===== src/rtl/mdio_pkg.sv =====
package mdio_pkg;
    localparam int FRAME_W   = 32;
    localparam int PRE_LEN   = 32;
    localparam int RD_W      = 16;
    localparam int DIV_W     = 7;
    localparam int TA_POS    = 17;
    localparam int PRE_BIT   = 7;
    localparam int DONE_BIT  = 8;
    localparam int RD_BIT    = 29;
    localparam int START_BIT = 30;

    typedef enum logic {
        SEL_SETUP = 1'b0,
        SEL_FRAME = 1'b1
    } reg_sel_e;
endpackage


===== src/rtl/mdio_clk_div.sv =====
module mdio_clk_div #(
    parameter int DIV_W = 7
) (
    input  logic             clk,
    input  logic             rst_n,
    input  logic             run,
    input  logic [DIV_W-1:0] div,
    output logic             tick
);
    logic [DIV_W-1:0] cnt_d, cnt_q;
    logic [DIV_W-1:0] eff_div;

    always_comb begin
        eff_div = (div == '0) ? DIV_W'(1) : div;
        tick    = run && (cnt_q >= eff_div);
        cnt_d   = (!run || tick) ? '0 : cnt_q + DIV_W'(1);
    end

    always_ff @(posedge clk or negedge rst_n) begin
        if (!rst_n) cnt_q <= '0;
        else        cnt_q <= cnt_d;
    end
endmodule


===== src/rtl/mdio_frame_engine.sv =====
module mdio_frame_engine #(
    parameter int FRAME_W = 32,
    parameter int PRE_LEN = 32,
    parameter int RD_W    = 16,
    parameter int RD_BIT  = 29,
    parameter int TA_POS  = 17
) (
    input  logic               clk,
    input  logic               rst_n,
    input  logic               start,
    input  logic               abort,
    input  logic               pre_en,
    input  logic               tick,
    input  logic               mdio_i,
    input  logic [FRAME_W-1:0] frame,
    output logic               busy,
    output logic               mdc,
    output logic               mdio_o,
    output logic               mdio_oe,
    output logic               done_p,
    output logic [RD_W-1:0]    rd_data
);
    localparam int CNT_W = $clog2(PRE_LEN > FRAME_W ? PRE_LEN : FRAME_W);
    localparam logic [CNT_W-1:0] PRE_LAST  = CNT_W'(PRE_LEN - 1);
    localparam logic [CNT_W-1:0] FRM_LAST  = CNT_W'(FRAME_W - 1);
    localparam logic [CNT_W-1:0] RD_FIRST  = CNT_W'(FRAME_W - RD_W);
    localparam logic [CNT_W-1:0] REL_FIRST = CNT_W'(FRAME_W - 1 - TA_POS);

    typedef struct packed {
        logic               busy;
        logic               mdc;
        logic               in_pre;
        logic               rd;
        logic               done;
        logic [CNT_W-1:0]   cnt;
        logic [FRAME_W-1:0] sh;
        logic [RD_W-1:0]    cap;
    } eng_t;

    eng_t q, d;

    always_comb begin
        d      = q;
        d.done = 1'b0;
        if (abort) begin
            d.busy   = 1'b0;
            d.mdc    = 1'b0;
            d.in_pre = 1'b0;
        end else if (start && !q.busy) begin
            d.busy   = 1'b1;
            d.mdc    = 1'b0;
            d.in_pre = pre_en;
            d.rd     = frame[RD_BIT];
            d.cnt    = '0;
            d.sh     = frame;
            d.cap    = '0;
        end else if (q.busy && tick) begin
            if (!q.mdc) begin
                d.mdc = 1'b1;
                if (q.rd && !q.in_pre && q.cnt >= RD_FIRST)
                    d.cap = {q.cap[RD_W-2:0], mdio_i};
            end else begin
                d.mdc = 1'b0;
                if (q.in_pre) begin
                    if (q.cnt == PRE_LAST) begin
                        d.in_pre = 1'b0;
                        d.cnt    = '0;
                    end else begin
                        d.cnt = q.cnt + CNT_W'(1);
                    end
                end else begin
                    d.sh = {q.sh[FRAME_W-2:0], 1'b0};
                    if (q.cnt == FRM_LAST) begin
                        d.busy = 1'b0;
                        d.done = 1'b1;
                    end else begin
                        d.cnt = q.cnt + CNT_W'(1);
                    end
                end
            end
        end
    end

    always_ff @(posedge clk or negedge rst_n) begin
        if (!rst_n) q <= '0;
        else        q <= d;
    end

    assign busy    = q.busy;
    assign mdc     = q.mdc;
    assign mdio_o  = q.busy && (q.in_pre || q.sh[FRAME_W-1]);
    assign mdio_oe = q.busy && !(q.rd && !q.in_pre && q.cnt >= REL_FIRST);
    assign done_p  = q.done;
    assign rd_data = q.cap;

    // MDC only moves on a divider tick or an abort
    assert_mdc_on_tick_R3: assert property (@(posedge clk) disable iff (!rst_n)
        q.busy && !tick && !abort |=> $stable(q.mdc));

    // completion is flagged right as the final high phase ends
    assert_done_after_fall_R8: assert property (@(posedge clk) disable iff (!rst_n)
        $rose(q.done) |-> !q.mdc && $past(q.mdc) && !q.busy);
endmodule


===== src/rtl/mdio_mgmt_master.sv =====
module mdio_mgmt_master
    import mdio_pkg::*;
(
    input  logic        clk,
    input  logic        rst_n,
    input  logic        reg_wr,
    input  logic        reg_sel,
    input  logic [31:0] reg_wdata,
    output logic [31:0] ctrl_rdata,
    output logic [31:0] data_rdata,
    output logic        mdc,
    output logic        mdio_o,
    output logic        mdio_oe,
    input  logic        mdio_i
);
    typedef struct packed {
        logic [DIV_W-1:0]   div;
        logic               pre;
        logic               done;
        logic [FRAME_W-1:0] data;
    } regs_t;

    regs_t r_d, r_q;

    logic            busy, tick, done_p, start, abort, enabled;
    logic            wr_setup, wr_frame;
    logic [RD_W-1:0] rd_data;

    always_comb begin
        wr_setup = reg_wr && (reg_sel == SEL_SETUP);
        wr_frame = reg_wr && (reg_sel == SEL_FRAME);
        enabled  = (r_q.div != '0) || r_q.pre;
        abort    = wr_setup && (reg_wdata[PRE_BIT:0] == '0);
        start    = wr_frame && reg_wdata[START_BIT] && enabled && !busy;

        r_d = r_q;
        if (wr_setup) begin
            r_d.div = reg_wdata[DIV_W-1:0];
            r_d.pre = reg_wdata[PRE_BIT];
        end
        if (wr_frame && !busy) r_d.data = reg_wdata[FRAME_W-1:0];
        if (start)             r_d.done = 1'b0;
        if (done_p) begin
            r_d.done = 1'b1;
            if (r_q.data[RD_BIT]) r_d.data[RD_W-1:0] = rd_data;
        end
    end

    always_ff @(posedge clk or negedge rst_n) begin
        if (!rst_n) r_q <= '0;
        else        r_q <= r_d;
    end

    mdio_clk_div #(.DIV_W(DIV_W)) u_div (
        .clk   (clk),
        .rst_n (rst_n),
        .run   (busy),
        .div   (r_q.div),
        .tick  (tick)
    );

    mdio_frame_engine #(
        .FRAME_W (FRAME_W),
        .PRE_LEN (PRE_LEN),
        .RD_W    (RD_W),
        .RD_BIT  (RD_BIT),
        .TA_POS  (TA_POS)
    ) u_eng (
        .clk     (clk),
        .rst_n   (rst_n),
        .start   (start),
        .abort   (abort),
        .pre_en  (r_q.pre),
        .tick    (tick),
        .mdio_i  (mdio_i),
        .frame   (reg_wdata[FRAME_W-1:0]),
        .busy    (busy),
        .mdc     (mdc),
        .mdio_o  (mdio_o),
        .mdio_oe (mdio_oe),
        .done_p  (done_p),
        .rd_data (rd_data)
    );

    assign ctrl_rdata = {{(32-DONE_BIT-1){1'b0}}, r_q.done, r_q.pre, r_q.div};
    assign data_rdata = r_q.data;

    // a frame write during a running frame leaves the stored frame alone
    assert_busy_write_ignored_R9: assert property (@(posedge clk) disable iff (!rst_n)
        busy && wr_frame |=> $stable(r_q.data[FRAME_W-1:RD_W]));

    // disabling the link idles the wire on the next cycle
    assert_disable_idles_R10: assert property (@(posedge clk) disable iff (!rst_n)
        abort |=> !mdc && !mdio_oe && !busy);

    // a start clears the completion flag
    assert_start_clears_done_R8: assert property (@(posedge clk) disable iff (!rst_n)
        start |=> !r_q.done);
endmodule


===== config.mk =====
export PLATFORM = sky130hd
export DESIGN_NAME = mdio_mgmt_master
export DESIGN_NICKNAME = d
export VERILOG_FILES = /design/src/rtl/mdio_pkg.sv /design/src/rtl/mdio_clk_div.sv /design/src/rtl/mdio_frame_engine.sv /design/src/rtl/mdio_mgmt_master.sv
export SDC_FILE = /design/constraint.sdc
export NUM_CORES = 1
export LEC_CHECK = 0
export ABC_CLOCK_PERIOD_IN_PS = 7300
export BUFFER_PORTS_ARGS = -buffer_cell sky130_fd_sc_hd__buf_4
export CAP_MARGIN = 20
export CORE_MARGIN = 4
export CORE_UTILIZATION = 58
export DETAILED_ROUTE_END_ITERATION = 12
export PLACE_DENSITY = 0.84
export SLEW_MARGIN = 20
export SYNTH_ARGS = -nofsm -noshare
export SYNTH_HDL_FRONTEND = slang
export SYNTH_SLANG_ARGS = --single-unit
export TNS_END_PERCENT = 50

===== constraint.sdc =====
create_clock -name clk -period 7.3 [get_ports clk]
set_clock_uncertainty 0.2 [all_clocks]
set_input_delay 1.46 -clock clk [delete_from_list [all_inputs] [get_ports clk]]
set_output_delay 1.46 -clock clk [all_outputs]
set_load 0.02 [all_outputs]

==> impl_results.md <==
- H-tree depth: 3
- Syn Inst Count: 489
- Psw: 0.725 mW
- Number of port buffers: 80
- Final Setup Violations: 0
- Die H: 102 um
- Setup crit start: reg_wr
- FF+latch count, synth: 106
- Fmax: 0.255 GHz
- FILL cells: 641
- Synth cell types: 47
- Setup Fix Bufs, Post-CTS: 0
- Row count: 33
- DRC viols: 0
- Worst-margin pin slew: 1.05 ns
- Fraction of power consumed by the clock network: 0.182
- Total wire length: 10.9 mm
- Main combinational cell family by area after synthesis: compound AO/OA/AOI/OAI gates
- DP HPWL: 7.74 mm
- Mapped Avg Cell Area: 10.4 um2
- Antenna diodes: 0
- Final Cycle Share: 0.537
- Synth warn: 0
- TritonCTS clock tree: yes
- Xor-xnor portion of the synthesized cell area: 0.0104
- Die Width: 102 um
- Total CTS buffers: 9
- Sequential Power Share: 0.472
- Worst skew pair latency: 0.35 ns
- Routed wl met3: 536 um
- Core Area: 8380 um2
- Worst-path maximum fanout: 33
- Status: complete, no violations
- RePlAce Congestion: 0.856
- Period minus WS final: 3.92 ns
- Unrepaired setup endpoints after global routing: no
- WL per Instance: 16.4 um
- VDD IR max: 0.167 mV
- Synth top area cells: dfrtp_1 52%, o21ai_0 4.2%, mux2_2 3.8%
- Cells on worst reg2reg path: 10
- Maxcap violations: 0
- Tot Pwr: 2.02 mW
- Final #Nets: 601
- WP data required: 7.37 ns
- Post-cts hold buffer count: 0
- Final Max Slew Viols: 0
- FF-to-FF setup slack: 3.85 ns
- Root Buffer: clkbuf_8
- Hold WC Path Type: flip-flop to flip-flop
- CTS-repair resized insts: 0
- Layout cell share with drive strength beyond 1: 0.249
- Setup WS pre-CTS: 3.03 ns
- Initial antenna violation count: 0
- Register area share after synthesis: 0.523
- Post-synthesis mux area share: 0.0713
- M1 WL: 4.68 mm
- Pleak: 2.70 nW
- FF-to-FF End: u_eng.busy$_DFFE_PN0P_
- Worst slew margin: 0.296
- DR vias/cell: 5.64
- Synth async-reset ratio: 1.00
- CP Capture Type: flip-flop
- Switching share of power: 0.359
- Synthesized area: 5070 um2
- Grt total ovfl: 0
- DR iter-0 viols: 249
- Compound-Gate Fraction of Synth Area: 0.173
- Initial Utilization: 0.605
- Synth Area in Simple Gates: 0.110
- Top cell type's share of synthesized area: 0.523
- Worst-path clk slew: 0.09 ns
- CP endpoint: u_eng.q[51]$_DFFE_PN0P_
- Adder-Cell Fraction of Synth Area: 0.0247
- Top routing layer used: met4
- Final TNS setup: 0 ns
- Wire length on met2: 5.57 mm
- Total GRT Usage: 0.227
- Combinational share of power: 0.346
- Full die area: 10,300 um2
- Crit path setup slack, layout: 3.38 ns
- Top_reg_cell synth: dfrtp_1
- Number of global-route vias before repair: 3,772
- Post-synth top area cell: dfrtp_1
- First-pass GRT wire length: 18.6 mm
- Worst R2R Start: ctrl_rdata[0]$_DFFE_PN0P_
- Final hold viol count: 0
- Clock tree buffer depth: 2
- Startpoint types: input pin
- Pwr Density: 347 nW/um2
- CTS sink cnt: 106
- Pin count of the biggest net entering global routing: 57
- CP arrival: 3.99 ns
- Crit Path Category: input pin to flip-flop
- Post-synth EDFFs: 0
- Routed Antenna Nets: 0
- P&R area growth vs syn: 14.6%
- Ports: 104
- Vias: 3,743
- Pre-Repair DR Iteration Count: 4
- Pint: 1.29 mW
layout by cell type (no fill, tap or decap), types with 15 or more instances in the layout:
cell	count
nand3_1	19
inv_1	29
o21ai_0	43
nand2_1	39
mux2_2	17
a21oi_1	33
dfrtp_1	106
nor2_1	41
buf_4	85
mux2i_1	17
conb_1	23
a22oi_2	15
logic make-up after synthesis:
logic type	after synthesis
AOI/OAI and AO/OA	127
buffers and inverters	83
and+or+nand+nor	122
xor gates and xnor gates	6
adders and majority gates	10
muxes	34
other	1
DFF	106
per-layer routing:
| layer | vias up | GRT usage |
|---|---|---|
| li1 | 1769 | - |
| met1 | 1845 | 0.316 |
| met2 | 118 | 0.371 |
| met3 | 11 | 0.0379 |
| met4 | 0 | 0.0644 |
| met5 | - | 0 |
how the worst min path moves through the flow:
stage,start,end,slack (ns),cells after the start
final,u_eng.done_p$_DFF_PN0_,ctrl_rdata[8]$_DFFE_PN0P_,0.25,1
after global routing,u_eng.done_p$_DFF_PN0_,ctrl_rdata[8]$_DFFE_PN0P_,0.29,1
after CTS,u_eng.done_p$_DFF_PN0_,ctrl_rdata[8]$_DFFE_PN0P_,0.26,1
after detailed placement,u_eng.done_p$_DFF_PN0_,ctrl_rdata[8]$_DFFE_PN0P_,0.23,1
after global placement,u_eng.done_p$_DFF_PN0_,ctrl_rdata[8]$_DFFE_PN0P_,0.23,1
after floorplan,u_eng.done_p$_DFF_PN0_,ctrl_rdata[8]$_DFFE_PN0P_,0.22,1
sequential cells by signal, indices dropped and copies added, names as in the netlist:
signal         flops
u_eng.q           39
data_rdata        32
u_eng.rd_data     16
ctrl_rdata         9
u_div.cnt_q        7
u_eng.busy         1
u_eng.done_p       1
u_eng.mdc          1
synth_stat cells (3+ instances only):
| cell type | count |
|---|---|
| buf_2 | 11 |
| inv_1 | 29 |
| mux2_2 | 17 |
| dfrtp_1 | 106 |
| xor2_1 | 3 |
| a31oi_1 | 3 |
| nand2_1 | 39 |
| nor2_1 | 41 |
| nor2b_1 | 3 |
| nor4_1 | 3 |
| mux2i_1 | 17 |
| buf_6 | 3 |
| a21o_1 | 3 |
| a22oi_2 | 15 |
| nand4_1 | 3 |
| and3_1 | 3 |
| clkbuf_1 | 14 |
| a21oi_1 | 33 |
| a22oi_1 | 14 |
| nand3_1 | 19 |
| xnor2_1 | 3 |
| ha_1 | 10 |
| buf_4 | 25 |
| o21ai_0 | 43 |
worst max-delay path, stage by stage:
cell	delay (ns)
buf_4	0.10
nand3b_4	0.44
nor2_1	0.49
o21a_1	0.48
buf_4	0.42
a21oi_2	0.13
nand3b_1	0.22
o22ai_1	0.19
per-stage QoR:
stage               utilization  cells  hold WS, ns  instance area, um2
finish                    0.694    664        0.253                5810
CTS                       0.692    663        0.255                5800
detailed placement        0.668    647        0.235                5600
floorplan                     -    511        0.220                5160
global route              0.694    664        0.288                5810
global placement          0.668    647        0.231                5600
cell type report:
cell class | instances | area [um2] | area share
Sequential cell | 106 | 2650 | 0.456
Multi-Input combinational cell | 322 | 2070 | 0.355
Timing Repair Buffer | 86 | 649 | 0.112
Clock buffer | 13 | 159 | 0.0273
Tap cell | 105 | 131 | 0.0226
Inverter | 29 | 109 | 0.0187
Clock inverter | 3 | 46.3 | 0.00796
power by group through the flow:
| stage | Clock, mW | Sequential, mW | Combinational (mW) |
|---|---|---|---|
| after CTS | 0.374 | 0.950 | 0.707 |
| after global routing | 0.399 | 0.980 | 0.769 |
| after global placement | 0 | 0.945 | 0.676 |
| after floorplan | 0 | 1.04 | 0.336 |
| after detailed placement | 0 | 0.958 | 0.705 |
| final | 0.367 | 0.951 | 0.699 |
(Power assumes the default switching activity.)
